$ cat config.mk
export PLATFORM = sky130hd
export DESIGN_NAME = flip_frame_addr_gen
export DESIGN_NICKNAME = d
export VERILOG_FILES = /design/src/rtl/flip_frame_addr_gen.sv
export SDC_FILE = /design/constraint.sdc
export NUM_CORES = 2
export LEC_CHECK = 0
export BUFFER_PORTS_ARGS = -buffer_cell sky130_fd_sc_hd__buf_4
export CAP_MARGIN = 20
export CORE_ASPECT_RATIO = 0.9
export CORE_MARGIN = 3
export CORE_UTILIZATION = 55
export CTS_CLUSTER_DIAMETER = 150
export DETAILED_ROUTE_END_ITERATION = 12
export GPL_TIMING_DRIVEN = 0
export PLACE_DENSITY = 0.79
export SYNTH_ARGS = -nofsm -noshare
export SYNTH_HDL_FRONTEND = slang
export SYNTH_SLANG_ARGS = --single-unit
$ cat constraint.sdc
create_clock -name clk -period 17.7 [get_ports clk]
set_clock_uncertainty 0.2 [all_clocks]
set_input_delay 0.885 -clock clk [delete_from_list [all_inputs] [get_ports clk]]
set_output_delay 0.885 -clock clk [all_outputs]
set_load 0.03 [all_outputs]
$ cat src/rtl/flip_frame_addr_gen.sv
module flip_frame_addr_gen #(
  parameter int AW = 32,
  parameter int DW = 12
) (
  input  logic             clk,
  input  logic             rst_n,
  input  logic             start,
  input  logic [AW-1:0]    base_addr,
  input  logic [DW-1:0]    width,
  input  logic [DW-1:0]    height,
  input  logic             planar,
  input  logic             yvu_order,
  input  logic             hflip,
  input  logic             vflip,
  input  logic             in_valid,
  output logic             busy,
  output logic             wr_valid,
  output logic [AW-1:0]    wr_addr,
  output logic [1:0]       wr_plane,
  output logic             frame_done,
  output logic [DW+1:0]    stride_luma,
  output logic [DW+1:0]    stride_chroma,
  output logic             chroma_stride_flag,
  output logic [AW-1:0]    y_base,
  output logic [AW-1:0]    y_start,
  output logic [AW-1:0]    u_base,
  output logic [AW-1:0]    u_start,
  output logic [AW-1:0]    v_base,
  output logic [AW-1:0]    v_start
);
  localparam int SW = DW + 2;

  logic [DW:0]   w_p1, w_p7, w_r2, w_r8;
  logic [SW-1:0] line_bytes, cs_i;
  logic [AW-1:0] sl_a, cs_a, h_a, hh_a, area, quarter, off_u, off_v, y_flip, c_flip;

  assign w_p1 = {1'b0, width} + (DW+1)'(1);
  assign w_p7 = {1'b0, width} + (DW+1)'(7);
  assign w_r2 = {w_p1[DW:1], 1'b0};
  assign w_r8 = {w_p7[DW:3], 3'b000};
  assign line_bytes = {w_r2, 1'b0};

  assign stride_luma        = planar ? {1'b0, w_r8} : line_bytes;
  assign cs_i               = {1'b0, stride_luma[SW-1:1]};
  assign stride_chroma      = planar ? cs_i : '0;
  assign chroma_stride_flag = planar;

  assign sl_a    = AW'(stride_luma);
  assign cs_a    = AW'(cs_i);
  assign h_a     = AW'(height);
  assign hh_a    = AW'(height[DW-1:1]);
  assign area    = sl_a * h_a;
  assign quarter = area >> 2;
  assign off_u   = yvu_order ? area + quarter : area;
  assign off_v   = yvu_order ? area : area + quarter;

  assign y_flip = (vflip ? sl_a * (h_a - AW'(1)) : '0) + (hflip ? sl_a - AW'(1) : '0);
  assign c_flip = (vflip ? cs_a * (hh_a - AW'(1)) : '0) + (hflip ? cs_a - AW'(1) : '0);

  assign y_base  = base_addr;
  assign y_start = base_addr + y_flip;
  assign u_base  = planar ? base_addr + off_u : '0;
  assign u_start = planar ? base_addr + off_u + c_flip : '0;
  assign v_base  = planar ? base_addr + off_v : '0;
  assign v_start = planar ? base_addr + off_v + c_flip : '0;

  logic [DW-1:0] line_cnt;
  logic [SW-1:0] byte_cnt, off_s;
  logic [AW-1:0] y_ls, u_ls, v_ls, ls, addr_c;
  logic [1:0]    plane_c;
  logic          take, chroma_b, emit, byte_last, line_last;

  assign take      = busy & in_valid & ~start;
  assign chroma_b  = planar & ~byte_cnt[0];
  assign emit      = take & ~(chroma_b & line_cnt[0]);
  assign byte_last = byte_cnt == line_bytes - SW'(1);
  assign line_last = line_cnt == height - DW'(1);

  assign plane_c = !chroma_b ? 2'd0 : (byte_cnt[1] ? 2'd2 : 2'd1);
  assign off_s   = !planar ? byte_cnt : (byte_cnt[0] ? byte_cnt >> 1 : byte_cnt >> 2);
  assign ls      = plane_c == 2'd1 ? u_ls : (plane_c == 2'd2 ? v_ls : y_ls);
  assign addr_c  = hflip ? ls - AW'(off_s) : ls + AW'(off_s);

  always_ff @(posedge clk or negedge rst_n) begin
    if (!rst_n) begin
      busy       <= 1'b0;
      line_cnt   <= '0;
      byte_cnt   <= '0;
      y_ls       <= '0;
      u_ls       <= '0;
      v_ls       <= '0;
      wr_valid   <= 1'b0;
      wr_addr    <= '0;
      wr_plane   <= 2'd0;
      frame_done <= 1'b0;
    end else begin
      wr_valid   <= emit;
      frame_done <= 1'b0;
      if (emit) begin
        wr_addr  <= addr_c;
        wr_plane <= plane_c;
      end
      if (start) begin
        busy     <= 1'b1;
        line_cnt <= '0;
        byte_cnt <= '0;
        y_ls     <= y_start;
        u_ls     <= u_start;
        v_ls     <= v_start;
      end else if (take) begin
        if (!byte_last) begin
          byte_cnt <= byte_cnt + SW'(1);
        end else begin
          byte_cnt <= '0;
          line_cnt <= line_cnt + DW'(1);
          y_ls     <= vflip ? y_ls - sl_a : y_ls + sl_a;
          if (planar && line_cnt[0]) begin
            u_ls <= vflip ? u_ls - cs_a : u_ls + cs_a;
            v_ls <= vflip ? v_ls - cs_a : v_ls + cs_a;
          end
          if (line_last) begin
            busy       <= 1'b0;
            frame_done <= 1'b1;
          end
        end
      end
    end
  end
endmodule

==> impl.org <==
** CTS
- Post-CTS clock slew at the launch and capture registers of the worst setup and hold paths :: 0.07 ns
- Buffer type at the clock tree root :: clkbuf_16
- Deepest level of the CTS H-tree :: 4
- Count of clock tree sinks :: 159
- The clock reaches the later pin of the worst-skew pair after 0.46 ns.
- Post-CTS sizing :: 0
- CTS tree :: yes
- Counting the buffers created by CTS gives 17.
- CTS hold repair buffers :: 0
- Post-CTS timing repair inserted 0 buffers for setup.
- In this run the deepest clock path goes through 2 buffers.

** STA
- Final-report max-slew violation count :: 0
- Hold Violations, Final :: 0
- Timing would allow up to 58.81 MHz.
- Setup violations remaining at the end of the flow were counted as 0.
- RSZ-0062 raised after global routing :: false
- Dividing the final minimum period by the clock period gives 0.9607.
- Time the worst path needs with I/O delays and setup :: 17.00 ns
- Worst hold margin :: 0.08959 ns
- Worst slew pin tran :: 1.273 ns
- Tightest slew margin relative to the limit :: 0.1512
- Total negative slack for setup checks :: 0 ns

** Synthesis
- For this run, the number of Yosys warnings is 0.
- Main area contributors after synthesis :: fa_1 17%, ha_1 17%, dfrtp_1 9.4%
- For this run, the register share of the synthesized area comes to 0.09390.
- Most area-hungry cell type in the Yosys netlist :: fa_1
- Synthesized area divided by synthesized cell count :: 7.856 um^2
- Netlist area before placement :: 42370 um^2
- The share of synthesized area in the top cell type comes to 0.1658.
- Synthesis handed over a netlist of 5394 instances.
- The number of different library cells used by synthesis comes to 99.
- The synthesized design contains 159 register bits.
- Async SR Flop Fraction :: 1.000
- The most used flip-flop cell after synthesis is dfrtp_1.
- Number of flops mapped to enable cells by yosys :: 0

** Drt
- Drt first pass iters :: 8
- Starting DRT DRC Count :: 4610
- The detailed router placed 41972 vias in this run.
- Wires add up to 159700 um.
- In the routed layout, each cell is associated on average with a via count of 6.202.
- In the detailed route, the total length drawn on met2 is 66680 um.
- After detailed routing, the average wire length per cell comes to 23.59 um.
- Antenna-violating nets left :: 0
- Sum of met3 wire segment lengths after detailed routing :: 20490 um
- DR top layer :: met5
- In the routed design, unresolved DRC markers number 0.
- Routed length on met1 :: 63610 um

** Layout
- Layout-stage area growth over the synthesis result :: 10.20%
- The filler cells instantiated in the layout total 6798.
- Post-route design area :: 46700 um^2
- Register area :: 3979 um^2
- Of the cells placed in the final design, the portion with a size suffix greater than 1 is 0.09140.
- Footprint of the multi-input gates :: 35260 um^2
- After the last flow step, the layout net total stands at 6706.
- Util after Layout :: 0.6187

** Critical path
- STA classifies the critical path startpoint as a primary input.
- STA classifies the critical path endpoint as an output port.
- The worst setup path is of the in -> out kind.
- The largest single stage delay on the critical path is 0.77 ns.
- Critical path fanouts, max :: 10
- Slowest stage cell, crit path :: buf_1
- For the worst setup path, the data required time is 16.61 ns.
- Arrival time worst endpoint :: 15.92 ns

** Placed design
- The congestion estimate from routability-driven global placement came to 1.049.
- The count of buffers added on input and output ports is 301.
- Placement Cell Area :: 46060 um^2
- Detailed Place HPWL :: 133000 um

** Global route
- Maximum number of pins on one net before global-route repair :: 120
- The initial antenna violation count was 8.
- All-layer global routing usage :: 0.3832
- Total grt overflow :: 0
- The first global-routing pass estimated 236300 um of wire.
- The number of global-route vias before repair was 39776.

** Floorplanning
- Core region area :: 75480 um^2
- Die Footprint :: 80410 um^2
- The floorplan has 95 rows.
- In this run the horizontal extent of the chip is 298.6 um.
- Initial cell density of the core :: 0.5614
- In this run the vertical extent of the chip is 269.3 um.
- In this run the count of I/O pins placed on the die edge is 322.

** Flow run
- Max Cap Violations :: 0

** Outcome
- The flow ran to the end, and the final reports show no timing, DRC or antenna violations.

** Hold path
- Worst min path class :: in -> async
## area by class of cell
cell class / count / area share
multi-input cells: 4451 / 0.7551
clock buffers: 20 / 0.009780
flip-flops and latches: 159 / 0.08521
plain buffers: 279 / 0.02712
diodes: 5 / 0.0002679
clock inverters: 12 / 0.002867
repair buffers: 313 / 0.05137
inverters: 510 / 0.04100
well taps: 1018 / 0.02728
## flip-flops by register name, summed over array words and instances, names as in the netlist
name	cells
line_cnt	12
wr_plane	2
wr_addr	32
byte_cnt	14
busy	1
y_ls	32
frame_done	1
wr_valid	1
u_ls	32
v_ls	32
## logic make-up after synthesis
group                      share of synthesized area
other                                     0.00008850
buffers and inverters                        0.07506
adders and majority gates                     0.3312
muxes                                        0.02717
xor gates and xnor gates                     0.08548
AOI/OAI and AO/OA                             0.1795
and+or+nand+nor                               0.2076
DFF                                          0.09390
## per-stage QoR
step                worst slack [ns]  instances
global placement              0.8396       6718
CTS                            1.100       6759
detailed placement             1.132       6727
finish                        0.6957       6767
floorplan                      4.165       5399
global route                  0.2691       6764
## critical path: cells and delay by family
family | cells | cell delay (ns)
compound gates | 16 | 3.96
fa+ha+maj | 9 | 4.07
xor+xnor | 2 | 0.79
mux | 2 | 0.64
simple gates | 7 | 1.62
buf+inv | 13 | 3.89
## synth_stat cells, drive strengths merged, types with 12 or more instances
cell,n
nand4,33
buf,88
o21a,63
fa,351
or3,39
o211ai,35
ha,560
and3,63
nor3,96
a21o,150
o31ai,25
and2,206
nor3b,20
a21boi,14
o21ai,277
nor4,18
a21oi,338
mux2i,79
nor2b,67
o41ai,12
nand2,634
mux2,32
nor2,412
nand2b,94
xor2,149
a31oi,37
a211oi,52
a31o,25
xnor2,256
o21bai,40
inv,507
or2,16
nand3,86
clkbuf,191
dfrtp,159
## layout by cell type (no fill, tap or decap), drive strengths merged, types with 94 or more instances in the layout
master	synthesis	final
buf	88	400
ha	560	560
a21oi	338	338
nand2	634	634
inv	507	509
and2	206	206
nor3	96	96
xnor2	256	256
a21o	150	150
nor2	412	412
o21ai	277	277
xor2	149	149
nand2b	94	94
dfrtp	159	159
fa	351	351
clkbuf	191	212
## worst paths after layout
| kind | startpoint | cells past startpoint | slack (ns) | endpoint |
|---|---|---|---|---|
| min reg2reg | wr_addr[2] | 2 | 0.28 | wr_addr[2] |
| min in group clk | wr_addr[2] | 2 | 0.28 | wr_addr[2] |
| min | rst_n | 1 | 0.09 | wr_addr[29] |
| max in group asynchronous | rst_n | 2 | 16.29 | v_ls[18] |
| max | planar | 49 | 0.70 | u_start[31] |
| max reg2reg | byte_cnt[0] | 20 | 11.37 | wr_addr[23] |
## layer usage
metal / up-vias / GRT usage
li1: 18991 / -
met1: 19980 / 0.5207
met2: 2536 / 0.5655
met3: 457 / 0.1015
met4: 8 / 0.1834
met5: - / 0
Power is left out: the tool's default activity adds up to more than one toggle a clock period on the data nets, which glitch-free logic cannot reach.
